===== config.mk =====
export PLATFORM = sky130hd
export DESIGN_NAME = glitch_sweep_gen
export DESIGN_NICKNAME = d
export VERILOG_FILES = /design/src/rtl/glsw_pkg.sv /design/src/rtl/glsw_period_gen.sv /design/src/rtl/glsw_cadence.sv /design/src/rtl/glsw_sweep_ctrl.sv /design/src/rtl/glitch_sweep_gen.sv
export SDC_FILE = /design/constraint.sdc
export NUM_CORES = 1
export LEC_CHECK = 0
export BUFFER_PORTS_ARGS = -buffer_cell sky130_fd_sc_hd__buf_2
export CAP_MARGIN = 5
export CORE_MARGIN = 5
export CORE_UTILIZATION = 50
export DETAILED_ROUTE_END_ITERATION = 8
export HOLD_SLACK_MARGIN = 0.15
export PLACE_DENSITY = 0.71
export SYNTH_ARGS = -nofsm -noshare
export SYNTH_HDL_FRONTEND = slang
export SYNTH_SLANG_ARGS = --single-unit

===== constraint.sdc =====
create_clock -name clk_ref -period 2.3 [get_ports clk_ref]
set_clock_uncertainty 0.15 [all_clocks]
set_input_delay 0.345 -clock clk_ref [delete_from_list [all_inputs] [get_ports clk_ref]]
set_output_delay 0.345 -clock clk_ref [all_outputs]
set_load 0.05 [all_outputs]

===== src/rtl/glsw_pkg.sv =====
// Package glsw_pkg
// Holds the types shared by the clock glitch margining generator.
// Assumes nothing beyond standard SystemVerilog.
package glsw_pkg;

    // Sweep controller states.
    typedef enum logic [1:0] {
        SW_IDLE  = 2'd0,
        SW_RUN   = 2'd1,
        SW_DONE  = 2'd2,
        SW_FAULT = 2'd3
    } sweep_state_t;

endpackage


===== src/rtl/glsw_period_gen.sv =====
// Module glsw_period_gen
// Counts reference ticks within one output cycle and drives the output clock.
// Each cycle has a fixed high phase followed by a low phase. The low phase
// is shortened by load_cut_i, which is sampled on the last tick of the
// previous cycle.
// Assumes load_cut_i < NOM_TICKS - HIGH_TICKS, so at least one low tick remains.
module glsw_period_gen #(
    parameter int NOM_TICKS  = 20,
    parameter int HIGH_TICKS = 9,
    parameter int CNT_W      = $clog2(NOM_TICKS + 1)
) (
    input  logic             clk,
    input  logic             rst_n,
    input  logic [CNT_W-1:0] load_cut_i,
    output logic             cyc_end_o,
    output logic             clk_o
);

    logic [CNT_W-1:0] cnt_q;
    logic [CNT_W-1:0] cnt_nxt;
    logic [CNT_W-1:0] len_q;
    logic             clk_q;

    // Flags the last tick of the current cycle.
    assign cyc_end_o = (cnt_q == len_q - CNT_W'(1));

    // Next tick position within the cycle.
    assign cnt_nxt = cyc_end_o ? '0 : cnt_q + CNT_W'(1);

    // Tick counter, cycle length latch and registered clock output.
    always_ff @(posedge clk) begin
        if (!rst_n) begin
            cnt_q <= '0;
            len_q <= CNT_W'(NOM_TICKS);
            clk_q <= 1'b1;
        end else begin
            cnt_q <= cnt_nxt;
            if (cyc_end_o) begin
                len_q <= CNT_W'(NOM_TICKS) - load_cut_i;
            end
            clk_q <= (cnt_nxt < CNT_W'(HIGH_TICKS));
        end
    end

    assign clk_o = clk_q;

    // the tick position never runs past the length of the cycle.
    p_cnt_in_len_r4: assert property (@(posedge clk) disable iff (!rst_n)
        cnt_q < len_q);

    // every cycle keeps at least one low tick after its high phase.
    p_low_floor_r2: assert property (@(posedge clk) disable iff (!rst_n)
        len_q > CNT_W'(HIGH_TICKS));

    // a rising edge of the output only happens at the start of a cycle.
    p_rise_at_start_r2: assert property (@(posedge clk) disable iff (!rst_n)
        $rose(clk_q) |-> (cnt_q == '0));

endmodule


===== src/rtl/glsw_cadence.sv =====
// Module glsw_cadence
// Numbers the output cycles modulo CADENCE and flags when the next cycle
// is the insertion slot, which is the last index of the cadence.
// A restart pulse renumbers the cycle in progress as index 0.
// Assumes CADENCE >= 2.
module glsw_cadence #(
    parameter int CADENCE = 1000,
    parameter int IDX_W   = $clog2(CADENCE)
) (
    input  logic clk,
    input  logic rst_n,
    input  logic restart_i,
    input  logic cyc_end_i,
    output logic next_is_slot_o
);

    localparam logic [IDX_W-1:0] LAST_IDX = IDX_W'(CADENCE - 1);
    localparam logic [IDX_W-1:0] PRE_IDX  = IDX_W'(CADENCE - 2);

    logic [IDX_W-1:0] idx_q;

    // The cycle after the one ending now is the slot.
    assign next_is_slot_o = (idx_q == PRE_IDX);

    // Cycle index counter with restart.
    always_ff @(posedge clk) begin
        if (!rst_n) begin
            idx_q <= '0;
        end else if (restart_i) begin
            idx_q <= '0;
        end else if (cyc_end_i) begin
            idx_q <= (idx_q == LAST_IDX) ? '0 : idx_q + IDX_W'(1);
        end
    end

    // the cycle index stays inside the cadence.
    p_idx_range_r3: assert property (@(posedge clk) disable iff (!rst_n)
        idx_q <= LAST_IDX);

    // the index only moves at a cycle end or on a restart.
    p_idx_moves_r3: assert property (@(posedge clk) disable iff (!rst_n)
        (!$past(cyc_end_i) && !$past(restart_i)) |-> $stable(idx_q));

endmodule


===== src/rtl/glsw_sweep_ctrl.sv =====
// Module glsw_sweep_ctrl
// Runs the level sweep. At each insertion slot it either schedules one
// shortened cycle, or it steps to the next level once the current level
// has had all its shots and a quiet observation window, or it ends the
// sweep after the deepest level. An anomaly during a sweep stops it.
// Assumes slot_i pulses for one reference tick, at the end of the cycle
// that precedes an insertion slot.
module glsw_sweep_ctrl
    import glsw_pkg::*;
#(
    parameter int MAX_LEVEL       = 5,
    parameter int SHOTS_PER_LEVEL = 4,
    parameter int LVL_W           = $clog2(MAX_LEVEL + 1),
    parameter int SHOT_W          = $clog2(SHOTS_PER_LEVEL + 1)
) (
    input  logic             clk,
    input  logic             rst_n,
    input  logic             start_i,
    input  logic             anomaly_i,
    input  logic             slot_i,
    output logic             glitch_go_o,
    output logic [LVL_W-1:0] glitch_lvl_o,
    output logic [LVL_W-1:0] level_o,
    output logic             sweeping_o,
    output logic             done_o,
    output logic             fault_o
);

    sweep_state_t      state_q;
    logic [LVL_W-1:0]  level_q;
    logic [SHOT_W-1:0] shot_q;
    logic              running;
    logic              shots_spent;
    logic              at_top;
    logic              slot_clean;
    logic              step_up;
    logic              finish;

    // Decode of the current sweep position.
    always_comb begin
        running     = (state_q == SW_RUN);
        shots_spent = (shot_q == SHOT_W'(SHOTS_PER_LEVEL));
        at_top      = (level_q == LVL_W'(MAX_LEVEL));
        slot_clean  = running && slot_i && !anomaly_i;
        step_up     = slot_clean && shots_spent;
        finish      = step_up && at_top;
    end

    // Insertion request and the level it uses.
    always_comb begin
        glitch_go_o  = slot_clean && !finish;
        glitch_lvl_o = (step_up && !at_top) ? level_q + LVL_W'(1) : level_q;
    end

    // Sweep state, level and shot counter.
    always_ff @(posedge clk) begin
        if (!rst_n) begin
            state_q <= SW_IDLE;
            level_q <= '0;
            shot_q  <= '0;
        end else begin
            case (state_q)
                SW_RUN: begin
                    if (anomaly_i) begin
                        state_q <= SW_FAULT;
                    end else if (slot_i) begin
                        if (finish) begin
                            state_q <= SW_DONE;
                        end else if (step_up) begin
                            level_q <= level_q + LVL_W'(1);
                            shot_q  <= SHOT_W'(1);
                        end else begin
                            shot_q <= shot_q + SHOT_W'(1);
                        end
                    end
                end
                default: begin
                    if (start_i) begin
                        state_q <= SW_RUN;
                        level_q <= LVL_W'(1);
                        shot_q  <= '0;
                    end
                end
            endcase
        end
    end

    assign level_o    = level_q;
    assign sweeping_o = running;
    assign done_o     = (state_q == SW_DONE);
    assign fault_o    = (state_q == SW_FAULT);

    // the shot counter never passes the shots allowed per level.
    p_shot_bound_r5: assert property (@(posedge clk) disable iff (!rst_n)
        shot_q <= SHOT_W'(SHOTS_PER_LEVEL));

    // during a sweep the level only ever rises by one.
    p_level_step_r6: assert property (@(posedge clk) disable iff (!rst_n)
        (running && ($past(state_q) == SW_RUN) && (level_q != $past(level_q)))
            |-> (level_q == $past(level_q) + LVL_W'(1)));

    // an anomaly during a sweep stops it on the next edge.
    p_stop_on_anomaly_r8: assert property (@(posedge clk) disable iff (!rst_n)
        (running && anomaly_i) |=> fault_o);

    // a stopped sweep keeps its level until restarted.
    p_frozen_r8: assert property (@(posedge clk) disable iff (!rst_n)
        (fault_o && $past(fault_o)) |-> $stable(level_q));

    // done and fault are exclusive.
    p_exclusive_r8: assert property (@(posedge clk) disable iff (!rst_n)
        !(done_o && fault_o));

    // a finished sweep sits at the deepest level.
    p_done_top_r7: assert property (@(posedge clk) disable iff (!rst_n)
        done_o |-> (level_q == LVL_W'(MAX_LEVEL)));

endmodule


===== src/rtl/glitch_sweep_gen.sv =====
// Module glitch_sweep_gen
// Top of the clock glitch margining generator. It ties together the
// period generator, the cadence counter and the sweep controller. The
// cut applied to a scheduled cycle is its level times one tenth of the
// nominal period.
// Assumes NOM_TICKS is a multiple of 20, so that every step and the
// half-step offset of the high phase are whole ticks, and MAX_LEVEL <= 5.
module glitch_sweep_gen #(
    parameter int NOM_TICKS       = 20,
    parameter int CADENCE         = 1000,
    parameter int SHOTS_PER_LEVEL = 4,
    parameter int MAX_LEVEL       = 5,
    parameter int LVL_W           = $clog2(MAX_LEVEL + 1)
) (
    input  logic             clk_ref,
    input  logic             rst_n,
    input  logic             start_i,
    input  logic             anomaly_i,
    output logic             clk_glitch_o,
    output logic [LVL_W-1:0] level_o,
    output logic             sweeping_o,
    output logic             done_o,
    output logic             fault_o
);

    localparam int STEP_TICKS = NOM_TICKS / 10;
    localparam int HIGH_TICKS = NOM_TICKS / 2 - STEP_TICKS / 2;
    localparam int CNT_W      = $clog2(NOM_TICKS + 1);

    logic             cyc_end;
    logic             next_is_slot;
    logic             slot;
    logic             glitch_go;
    logic [LVL_W-1:0] glitch_lvl;
    logic [CNT_W-1:0] cut;
    logic             restart;

    // A start is only honoured when no sweep is running.
    assign restart = start_i && !sweeping_o;

    // Insertion slot marker for the controller.
    assign slot = cyc_end && next_is_slot;

    // Cut length for the next cycle.
    assign cut = glitch_go ? CNT_W'(glitch_lvl) * CNT_W'(STEP_TICKS) : '0;

    glsw_period_gen #(
        .NOM_TICKS (NOM_TICKS),
        .HIGH_TICKS(HIGH_TICKS),
        .CNT_W     (CNT_W)
    ) u_period (
        .clk       (clk_ref),
        .rst_n     (rst_n),
        .load_cut_i(cut),
        .cyc_end_o (cyc_end),
        .clk_o     (clk_glitch_o)
    );

    glsw_cadence #(
        .CADENCE(CADENCE)
    ) u_cadence (
        .clk           (clk_ref),
        .rst_n         (rst_n),
        .restart_i     (restart),
        .cyc_end_i     (cyc_end),
        .next_is_slot_o(next_is_slot)
    );

    glsw_sweep_ctrl #(
        .MAX_LEVEL      (MAX_LEVEL),
        .SHOTS_PER_LEVEL(SHOTS_PER_LEVEL),
        .LVL_W          (LVL_W)
    ) u_sweep (
        .clk         (clk_ref),
        .rst_n       (rst_n),
        .start_i     (start_i),
        .anomaly_i   (anomaly_i),
        .slot_i      (slot),
        .glitch_go_o (glitch_go),
        .glitch_lvl_o(glitch_lvl),
        .level_o     (level_o),
        .sweeping_o  (sweeping_o),
        .done_o      (done_o),
        .fault_o     (fault_o)
    );

    // no cut reaches the period generator once a sweep has ended.
    p_quiet_after_stop_r7: assert property (@(posedge clk_ref) disable iff (!rst_n)
        (done_o || fault_o) |-> (cut == '0));

    // a requested insertion always carries a level inside the sweep range.
    p_level_in_range_r4: assert property (@(posedge clk_ref) disable iff (!rst_n)
        glitch_go |-> ((glitch_lvl != '0) && (glitch_lvl <= LVL_W'(MAX_LEVEL))));

endmodule


* Yosys cells after proc, flatten, opt, wreduce, memory -nomap -nowiden
Index checks and enable logic that the tools add are counted.
Storage, ports and cells: logic and storage cells 67, RAM bits 0, memory bits (read-only) 0, bits in registers 29, memories 0, bits in latches 0
Operators by class: reduce and logical (&&, ||, !) cells 17, div/mod/pow operators 0, eq/ne operators 14, muxes and demuxes 21, add/sub/neg operators 6, order comparisons 1, multiply operators 0, bitwise operators 1, shifts and indexed selects 0
Operator list (number):
- 2-to-1 mux 3 bit | 13
- == test 10 bit, second input constant | 2
- adder 10 x 1 -> 10 bit, second input constant | 1
- 2-to-1 mux 10 bit | 1
- 2-to-1 mux 2 bit | 5
- logical AND 1 bit | 8
- adder 3 x 1 -> 3 bit, second input constant | 2
- == test 3 bit, second input constant | 2
- != test 3 x 2 -> 1 bit, second input constant | 2
- adder 5 x 1 -> 5 bit, second input constant | 1
- == test 5 bit | 1
- < comparator 5 x 4 -> 1 bit, second input constant | 1
- 2-to-1 mux 5 bit | 1
- AND reduction 5 bit | 1
- subtractor 5 x 1 -> 5 bit, second input constant | 1
- subtractor 5 x 4 -> 5 bit, first input constant | 1
- == test 2 bit, second input constant | 2
- logical NOT 1 bit | 4
- 2-to-1 mux 4 bit | 1
- != test 2 x 1 -> 1 bit, second input constant | 2
- != test 2 bit, second input constant | 2
- AND reduction 4 bit | 1
- AND reduction 3 bit | 1
- == test 2 x 1 -> 1 bit, second input constant | 1
- 3 further kinds | 3

* Depth between registers and ports, before layout
Gate-level depths: netlist (run 1).
word-level depth 11, depth in mapped cells 10, mapped depth without buffers 10

* Hierarchy
Synthesis (run 1) repeated with hierarchy kept, for this count alone.
Unflattened totals: cell total of the unflattened synthesis 199, area total of the unflattened synthesis 1767.9 µm²
Modules (own cells, without submodules):
- glsw_period_gen | area each 710.7 µm², times used 1, cells each 79, sequential area each 220.2 µm²
- glsw_sweep_ctrl | area each 535.5 µm², times used 1, cells each 61, sequential area each 160.2 µm²
- glsw_cadence | area each 484.2 µm², times used 1, cells each 53, sequential area each 200.2 µm²
- glitch_sweep_gen | area each 37.5 µm², times used 1, cells each 6, sequential area each 0.0 µm²

* Least setup slack after synthesis (run 1)
No wires, ideal clock.
path type register to register, from register u_period.len_q[1], to register u_period.len_q[3], arrival 2135 ps, cell stages (with the launch flop) 10, required time 2017 ps, path buffers 0, setup time 133 ps, setup slack -119 ps, path through dfxtp_1 > inv_1 > ha_1 > xor2_1 > nand3_1 > or4_1 > nor2b_1 > ha_1 > xnor2_1 > a21oi_1
Between the ends: word-level cells in the longest chain between the ends 11, elaborated cells on any way between the ends 13, classes of those cells add/sub (2); eq/ne (1); mux (2); reduce/logical (8)
Ends and longest elaborated chain:
- from (decl) | line glsw_period_gen.sv:21 | logic [CNT_W-1:0] len_q;
- from (signal assigned) | line glsw_period_gen.sv:34 | len_q <= CNT_W'(NOM_TICKS);
- from (signal assigned) | line glsw_period_gen.sv:39 | len_q <= CNT_W'(NOM_TICKS) - load_cut_i;
- subtractor 5 x 1 -> 5 bit * | line glsw_period_gen.sv:25 | assign cyc_end_o = (cnt_q == len_q - CNT_W'(1));
- == test 5 bit * | line glsw_period_gen.sv:25
- logical AND 1 bit * | line glitch_sweep_gen.sv:42 | assign slot = cyc_end && next_is_slot;
- logical AND 1 bit * (2 in series) | line glsw_sweep_ctrl.sv:44 | slot_clean = running && slot_i && !anomaly_i;
- logical AND 1 bit | line glsw_sweep_ctrl.sv:45 | step_up = slot_clean && shots_spent;
- logical AND 1 bit | line glsw_sweep_ctrl.sv:46 | finish = step_up && at_top;
- logical NOT 1 bit | line glsw_sweep_ctrl.sv:51 | glitch_go_o = slot_clean && !finish;
- logical AND 1 bit | line glsw_sweep_ctrl.sv:51
- 2-to-1 mux 4 bit * | line glitch_sweep_gen.sv:45 | assign cut = glitch_go ? CNT_W'(glitch_lvl) * CNT_W'(STEP_TICKS) : '0;
- net cut[1] | line glitch_sweep_gen.sv:35 | logic [CNT_W-1:0] cut;
- subtractor 5 x 4 -> 5 bit * | line glsw_period_gen.sv:39
The timed path passes the listed nets; every way through them passes the cells marked *. A chain may end at the register's enable or synchronous reset.

* Worst setup path in the final report (run 1)
from register u_cadence.idx_q[0], to register u_period.len_q[3]
Between the ends: word-level cells in the longest chain between the ends 10, elaborated cells on any way between the ends 12, classes of those cells add/sub (1); eq/ne (1); mux (2); reduce/logical (8)
Ends and longest elaborated chain:
- from (decl) | line glsw_cadence.sv:20 | logic [IDX_W-1:0] idx_q;
- from (signal assigned) | line glsw_cadence.sv:32 | idx_q <= (idx_q == LAST_IDX) ? '0 : idx_q + IDX_W'(1);
- == test 10 bit * | line glsw_cadence.sv:23 | assign next_is_slot_o = (idx_q == PRE_IDX);
- logical AND 1 bit * | line glitch_sweep_gen.sv:42
- logical AND 1 bit * (2 in series) | line glsw_sweep_ctrl.sv:44
- logical AND 1 bit | line glsw_sweep_ctrl.sv:45
- logical AND 1 bit | line glsw_sweep_ctrl.sv:46
- logical NOT 1 bit | line glsw_sweep_ctrl.sv:51
- logical AND 1 bit | line glsw_sweep_ctrl.sv:51
- 2-to-1 mux 4 bit * | line glitch_sweep_gen.sv:45
- subtractor 5 x 4 -> 5 bit * | line glsw_period_gen.sv:39
Every way passes the cells marked *; elsewhere a longest branch is shown, timed or not.

==> metrics list, run 1 <==
* Most frequently used flop master after synthesis: sky130_fd_sc_hd__dfxtp_1
- Post-synthesis sequential area ratio: 36.0%
- Maximum number of pins on one net before global-route repair: 17
- Average size of a mapped cell: 8.75 sq um
* Grt total ovfl: 0
* Num CTS Buffers: 3
- Number of standard cells after synthesis: 178
- Root buf cell: sky130_fd_sc_hd__clkbuf_4
- Across the run, the number of max-cap violations was 0.
- Leaving out fill and tap cells, the most frequent cell in the layout is sky130_fd_sc_hd__dfxtp_1.
- Commonest non-fill, non-tap cells in the layout: sky130_fd_sc_hd__dfxtp_1, sky130_fd_sc_hd__buf_4, sky130_fd_sc_hd__nor2_1, sky130_fd_sc_hd__nand3_1
- Before CTS, the worst setup slack after placement is -113 ps.
- WP data arrival: 2340 ps
* Global placer's final weighted congestion: 0.869
- Measured along the y axis, the die boundary spans 65.8 um.
- The synthesized netlist occupies a cell area of 1560 sq um.
- The run finished with clean final reports.
- Mean number of vias per cell: 5.55
- Row generation in the floorplan step produced 20 rows.
- Post-Route Setup TNS: 0 ps
- Nets: 223
- Final Hold Vio Count: 0
- The setup path with the least slack is of type reg -> reg.
- Unrepaired setup endpoints after global routing: yes
- Pwr per Cell Area: 472 nW/um^2
- Number of antenna cells inserted: 0
- The floorplan step defined a die boundary enclosing 4330 sq um.
* Detail Route Antenna Nets: 0
- Clock transition at the registers of the reported paths: 170 ps
* Share of the clock period used by the worst path: 99.0%
* Total of fill cells in the finished design: 242
- Area growth from synthesis to final layout: 26.0%
* Highest clock rate: 439 MHz
* Number of buffers added on ports: 10
* Synth warn: 0
- Core Box Area: 3030 sq um
- Wire per inst: 14.6 um
- After the first detailed-routing iteration, the DRC count stood at 131.
- Synthesis produced a netlist with a net count of 191.
- DRC violations left: 0
- The multi-input combinational cells in the finished layout cover a total of 1040 sq um.
- Maximum level of the CTS H-tree: 1
- In this run the tightest slew margin relative to its limit is 68.2%.
- Share of layout cells above drive strength 1: 30.6%
- During I/O placement, the number of pins put on the boundary was 11.
- CTS tree: built
- Maximum vdd drop: 0.000408 V
- For this run, the total global-route usage over all layers was measured as 17.7%.
- Buffers from clock root to sink, at most: 2
- Share of flip-flops with an asynchronous set or reset after synthesis: 0%
* Total non-filler cell area in the finished layout: 1960 sq um
- For the worst-skew pair, the clock arrives at the later sink with an insertion delay of 340 ps.
* Number of max-slew violations in the final report: 0
* Tightest Pin Transition: 472 ps
- The initial antenna violation count came to 0.
* Clock sink total: 28
* Global-route wire length before repair: 6.08 mm
* Number of distinct library cells after synthesis: 45
* Count of state elements after synthesis: 28
- Final Power: 0.927 mW
* Tightest Hold Check Type: in -> reg
* Initial DRT Pass Iterations: 4
* Storage element area: 567 sq um
* Min-delay src: start_i
* Critical Path Source Type: flip-flop
- The detailed router placed 1405 vias in this run.
* Width of the chip: 65.8 um
- Detailed placement ended at an HPWL of 2.69 mm.
- The worst setup path is captured at a flip-flop.
* Initial Utilization: 51.4%
- Vias in the first global route: 1399
- Yosys mapped a number of flops with a built-in enable equal to 0.
* Reg-to-Reg Start: u_cadence.idx_q[0]
- Final worst setup slack: 22.6 ps
* Final setup violation count: 0
- Of all nets on the critical path, the largest fanout is 3.
* Final min period: 2280 ps
- Leakage: 0.710 nW
- Worst endpoint required time: 2360 ps
* CP startpoint: u_cadence.idx_q[0]
* Placement-stage cell area: 1780 sq um
- Total wirelength of the detailed-routed design: 3.69 mm
flip-flops by register name, summed over array words and instances (netlist names):
name and cells:
u_sweep.level_o 3, u_period.clk_o 1, u_sweep.shot_q 3, u_period.len_q 4
u_period.cnt_q 5, u_cadence.idx_q 10, u_sweep.state_q 2
layer usage:
metal  track usage [%]  vias up  routed length [um]
met5                 0        -                   0
met4              5.44        0                  29
met3              5.10        4                 198
met2              30.4       35                1850
met1              21.0      669                1610
li1                  -      697                   -
report_power, final:
group / switching, mW / total, mW / internal, mW
Clock: 0.154 / 0.330 / 0.176
Combinational: 0.0539 / 0.0892 / 0.0353
Sequential: 0.0138 / 0.507 / 0.494
Total: 0.222 / 0.927 / 0.705
repair_timing:
action / CTS / global route
hold buffers: 1 / 0
setup buffers: 2 / 1
pin swaps: 3 / 11
cloned: 0 / 0
endpoints found under the setup margin: 5 / 9
endpoints found under the hold margin: 1 / 0
gates resized for setup: 9 / 17
through the flow:
stage	instances	hold slack, ps	utilization, %
6_report	253	165	64.8
5_1_grt	253	162	64.8
4_1_cts	252	150	62.5
3_5_place_dp	245	350	58.6
3_3_place_gp	245	335	58.6
2_1_floorplan	178	317	-
layout make-up:
cell class                      count  share of cell area [%]
Sequential cell                    28                    28.9
Multi-Input combinational cell    138                    53.0
Clock inverter                      1                    1.53
Tap cell                           44                    2.80
Inverter                            7                    1.34
Timing Repair Buffer               32                    11.3
Clock buffer                        3                    1.15
cells in the mapped netlist (2+ instances only):
| library cell | count | area (sq um) |
|---|---|---|
| sky130_fd_sc_hd__dfxtp_1 | 28 | 561 |
| sky130_fd_sc_hd__nor2_1 | 17 | 63.8 |
| sky130_fd_sc_hd__nand3_1 | 11 | 55.1 |
| sky130_fd_sc_hd__nand2_1 | 10 | 37.5 |
| sky130_fd_sc_hd__xnor2_1 | 10 | 87.6 |
| sky130_fd_sc_hd__a21oi_1 | 9 | 45.0 |
| sky130_fd_sc_hd__ha_1 | 9 | 113 |
| sky130_fd_sc_hd__o21ai_0 | 9 | 45.0 |
| sky130_fd_sc_hd__inv_1 | 7 | 26.3 |
| sky130_fd_sc_hd__nor2b_1 | 6 | 37.5 |
| sky130_fd_sc_hd__nor4_1 | 5 | 31.3 |
| sky130_fd_sc_hd__and3_1 | 4 | 25.0 |
| sky130_fd_sc_hd__or3_1 | 4 | 25.0 |
| sky130_fd_sc_hd__a211oi_1 | 3 | 22.5 |
| sky130_fd_sc_hd__a31oi_1 | 3 | 18.8 |
| sky130_fd_sc_hd__and2_1 | 3 | 18.8 |
| sky130_fd_sc_hd__nand4_1 | 3 | 18.8 |
| sky130_fd_sc_hd__nor3_1 | 3 | 15.0 |
| sky130_fd_sc_hd__o211ai_1 | 3 | 22.5 |
| sky130_fd_sc_hd__xor2_1 | 3 | 26.3 |
| sky130_fd_sc_hd__buf_6 | 2 | 22.5 |
| sky130_fd_sc_hd__nor4bb_1 | 2 | 20.0 |
| sky130_fd_sc_hd__or2_2 | 2 | 12.5 |
final timing paths:
path                             end  slack [ps]  depth (start not counted)
setup / recovery   u_period.len_q[3]          20                         10
hold / removal    u_sweep.state_q[0]         170                          3
setup reg to reg   u_period.len_q[3]          20                         10
hold reg to reg    u_sweep.shot_q[1]         380                          2
worst max-delay path, stage by stage (launching register included):
cell and delay [ps]:
sky130_fd_sc_hd__dfxtp_2 350, sky130_fd_sc_hd__inv_1 50, sky130_fd_sc_hd__ha_2 160, sky130_fd_sc_hd__nor4bb_4 180, sky130_fd_sc_hd__buf_4 150, sky130_fd_sc_hd__nand2_1 40
sky130_fd_sc_hd__or4_4 570, sky130_fd_sc_hd__nor2_2 170, sky130_fd_sc_hd__ha_4 140, sky130_fd_sc_hd__xnor2_1 120, sky130_fd_sc_hd__a21oi_1 90
cells by family (layout without fill, tap and decap cells):
| group | count (synthesis) | in the layout | share of synthesized area [%] |
|---|---|---|---|
| adders and majority gates | 9 | 9 | 7.23 |
| DFF | 28 | 28 | 36.0 |
| AOI/OAI and AO/OA | 36 | 36 | 14.5 |
| xor gates and xnor gates | 15 | 15 | 9.88 |
| and+or+nand+nor | 78 | 78 | 28.3 |
| buffers and inverters | 12 | 43 | 4.10 |
(Power assumes the default switching activity.)
==> inputs of run 2 (changes only) <==
--- a/config.mk
+++ b/config.mk
@@ -8,10 +8,10 @@
 export BUFFER_PORTS_ARGS = -buffer_cell sky130_fd_sc_hd__buf_2
 export CAP_MARGIN = 5
 export CORE_MARGIN = 5
-export CORE_UTILIZATION = 50
+export CORE_UTILIZATION = 48
 export DETAILED_ROUTE_END_ITERATION = 8
 export HOLD_SLACK_MARGIN = 0.15
-export PLACE_DENSITY = 0.71
+export PLACE_DENSITY = 0.68
 export SYNTH_ARGS = -nofsm -noshare
 export SYNTH_HDL_FRONTEND = slang
 export SYNTH_SLANG_ARGS = --single-unit
==> run 2 against run 1 <==
Effect of this change: sequential power hardly changed; sequential cell count did not move; clock power about the same; utilization shrank 1.6 points; first-iteration DRC count is 66% lower; die area up 3.5%; worst setup slack better by 27 ps; count of clock-buffer cells in the layout is the same; register-to-register slack better by 30 ps; hold slack improved by 110 ps; total power is 0.13% lower; largest cell class unchanged; largest power group unchanged.
==> metrics list, run 2 (same netlist as run 1, synthesis figures left out) <==
- Tightest Pin Transition: 463 ps (was 472 ps)
- Uppermost signal routing layer after detailed routing: met4 (unchanged)
- The number of detailed-routing iterations run before antenna repair is 4 (unchanged).
- Std cell rows: 20 (unchanged)
- The post-route minimum period came to 2250 ps (was 2280 ps).
- The detailed-route vias per instance came to 5.49 (was 5.55).
* Max FO, Critical Path: 5 (was 3)
* Root buf cell: sky130_fd_sc_hd__clkbuf_4 (unchanged)
- The leakage power came to 0.718 nW (was 0.710 nW).
* Share of layout cells above drive strength 1: 27.4% (was 30.6%)
* Final setup violation count: 0 (unchanged)
- The I/O pin count came to 11 (unchanged).
- Unrepaired setup endpoints after global routing: yes (unchanged).
* Post-Route Setup TNS: 0 ps (unchanged)
* Storage element area: 568 sq um (was 567 sq um)
* Insertion delay to the later sink of the worst-skew pair: 340 ps (about the same)
- The instance count after placement with tap cells included was 244 (was 245).
- The commonest non-fill, non-tap cell in the layout is sky130_fd_sc_hd__dfxtp_1 (unchanged).
* Final std cells w/o fill: 252 (was 253)
- DRC violations left: 0 (unchanged)
- Wire per inst: 13.8 um (was 14.6 um)
- Via count: 1383 (was 1405)
- The final count of pins violating max slew came to 0 (unchanged).
* Highest clock rate: 444 MHz (was 439 MHz)
- The relative max-transition margin is 68.9% (was 68.2%).
- Core Box Area: 3080 sq um (was 3030 sq um)
- Met3 wire length: 109 um (was 198 um)
- Number of buffers added on ports: 10 (unchanged)
- The gate family responsible for the most delay along the worst path is simple AND/OR/NAND/NOR gates (unchanged).
- The initial core utilization is 50.6% (was 51.4%).
- Detail Route Antenna Nets: 0 (unchanged)
- Final worst setup slack: 49.6 ps (was 22.6 ps)
- The maximum number of pins on one net before global-route repair is 17 (unchanged).
- Global-route wire length before repair: 5.91 mm (was 6.08 mm)
* DP Worst Slack: 7.55 ps (was -113 ps)
* Multi-input logic area: 1020 sq um (was 1040 sq um)
* CTS tree: built (unchanged)
- The final clock period utilization by the worst path came to 97.8% (was 99.0%).
- The register with the most flip-flops is u_cadence.idx_q (unchanged).
* Area growth from synthesis to final layout: 24.9% (was 26.0%)
- The type of the most critical hold path is in -> reg (unchanged).
- The last weighted congestion value of the routability-driven placer is 0.831 (was 0.869).
- Maximum level of the CTS H-tree: 1 (unchanged)
* Worst endpoint required time: 2390 ps (was 2360 ps)
- The critical path data arrival time is 2340 ps (about the same).
- Slowest library cell on the worst path: sky130_fd_sc_hd__or4_4 (unchanged)
- Max FFs per register: 10 (unchanged)
- The initial antenna violation count was 0 (unchanged).
* Commonest non-fill, non-tap cells in the layout: sky130_fd_sc_hd__dfxtp_1, sky130_fd_sc_hd__buf_4, sky130_fd_sc_hd__nor2_1, sky130_fd_sc_hd__nand3_1 (unchanged)
- The number of DRC markers after the initial detailed-route iteration was 45 (was 131).
- The met2 routed wirelength was 1.62 mm (was 1.85 mm).
* Worst Hold Margin: 278 ps (was 165 ps)
- The number of global-route vias before repair came to 1330 (was 1399).
- The number of filler instances in the final layout is 271 (was 242).
- The delay of the slowest critical-path stage was 510 ps (was 570 ps).
- The clock-pin slew reported for the worst setup and hold paths after clock tree synthesis came to 150 ps (was 170 ps).
- Top Registers: u_cadence.idx_q (10), u_period.cnt_q (5), u_period.len_q (4) (unchanged).
- Width of the chip: 67.0 um (was 65.8 um)
* Buffers from clock root to sink, at most: 2 (unchanged)
- Num CTS Buffers: 3 (unchanged)
* Outcome: finished clean (unchanged)
* Metal1 wirelength: 1.67 mm (was 1.61 mm)
- The worst path buffer plus inverter count came to 1 (was 2).
- Maximum vdd drop: 0.000370 V (was 0.000408 V)
* CP cell instances: nor4bb_4 -> buf_4 -> nand3_1 -> or4_4 -> nor2b_1 -> ha_2 -> xnor2_1 -> a21oi_1 (was inv_1 -> ha_2 -> nor4bb_4 -> buf_4 -> nand2_1 -> or4_4 -> nor2_2 -> ha_4 -> xnor2_1 -> a21oi_1)
* Pwr per Cell Area: 476 nW/um^2 (was 472 nW/um^2)
* Vertical extent of the die: 67.0 um (was 65.8 um)
- The critical path endpoint category is a flip-flop (unchanged).
- The overall routing resource usage is 17.3% (was 17.7%).
* Critical Path Source Type: flip-flop (unchanged)
* Worst Setup Path Type: reg -> reg (unchanged)
* Number of antenna cells inserted: 0 (unchanged)
- The die footprint is 4480 sq um (was 4330 sq um).
* Nets: 222 (was 223)
- Grt total ovfl: 0 (unchanged)
* Total wirelength of the detailed-routed design: 3.47 mm (was 3.69 mm)
- Final Hold Vio Count: 0 (unchanged)
- Max Cap Violations: 0 (unchanged)
- Sum of net half-perimeters after detailed placement: 2.51 mm (was 2.69 mm)
* Post-route core utilization: 63.2% (was 64.8%)
* Clock sink total: 28 (unchanged)
run 2: changes by cell type in the layout (fill, tap and decap cells not counted), sizes merged:
cell,delta
buf,-3
dlygate4sd3,+2
run 2: tightest hold or removal path, delay by kind of cell:
kind / cells / cell delay, ps
AND/OR/NAND/NOR: 3 / 220
AO/OA/AOI/OAI: 1 / 50
buffers and inverters: 1 / 120
run 2: worst paths after layout:
path / startpoint / endpoint / slack, ps / cells after the start
setup / recovery: u_cadence.idx_q[4] / u_period.len_q[3] / 50 / 8
hold / removal: anomaly_i / u_sweep.level_o[2] / 280 / 5
setup reg to reg: u_cadence.idx_q[4] / u_period.len_q[3] / 50 / 8
hold reg to reg: u_sweep.shot_q[1] / u_sweep.shot_q[1] / 370 / 2
run 2: metrics by stage:
stage                     power, mW  instance area [sq um]
after floorplan               0.572                   1570
after global placement        0.598                   1770
after detailed placement      0.600                   1770
after CTS                     0.938                   1880
after global routing          0.975                   1950
final                         0.926                   1950
run 2: repair_timing:
action                                  CTS  global route
hold buffers                              3             0
setup buffers                             0             1
endpoints found under the setup margin    5            16
hold endpoints to repair                  3             0
pin swaps                                 1            10
gates resized for setup                   6            15
run 2: per-layer routing:
| layer | GRT usage, % | vias up |
|---|---|---|
| met1 | 22.1 | 654 |
| met4 | 8.86 | 0 |
| met5 | 0 | - |
| li1 | - | 699 |
| met3 | 2.36 | 5 |
| met2 | 28.2 | 25 |
run 2: area by class of cell:
cell class	instances	share of cell area, %
flip-flops and latches	28	29.2
multi-input cells	138	52.7
clock buffers	3	1.16
clock inverters	1	1.54
inverters	7	1.35
well taps	44	2.83
repair buffers	31	11.3
run 2: power by group:
part | leakage, nW | internal (mW) | switching (mW)
Combinational | 0.461 | 0.0370 | 0.0543
Clock | 0.0279 | 0.177 | 0.151
Sequential | 0.228 | 0.492 | 0.0143
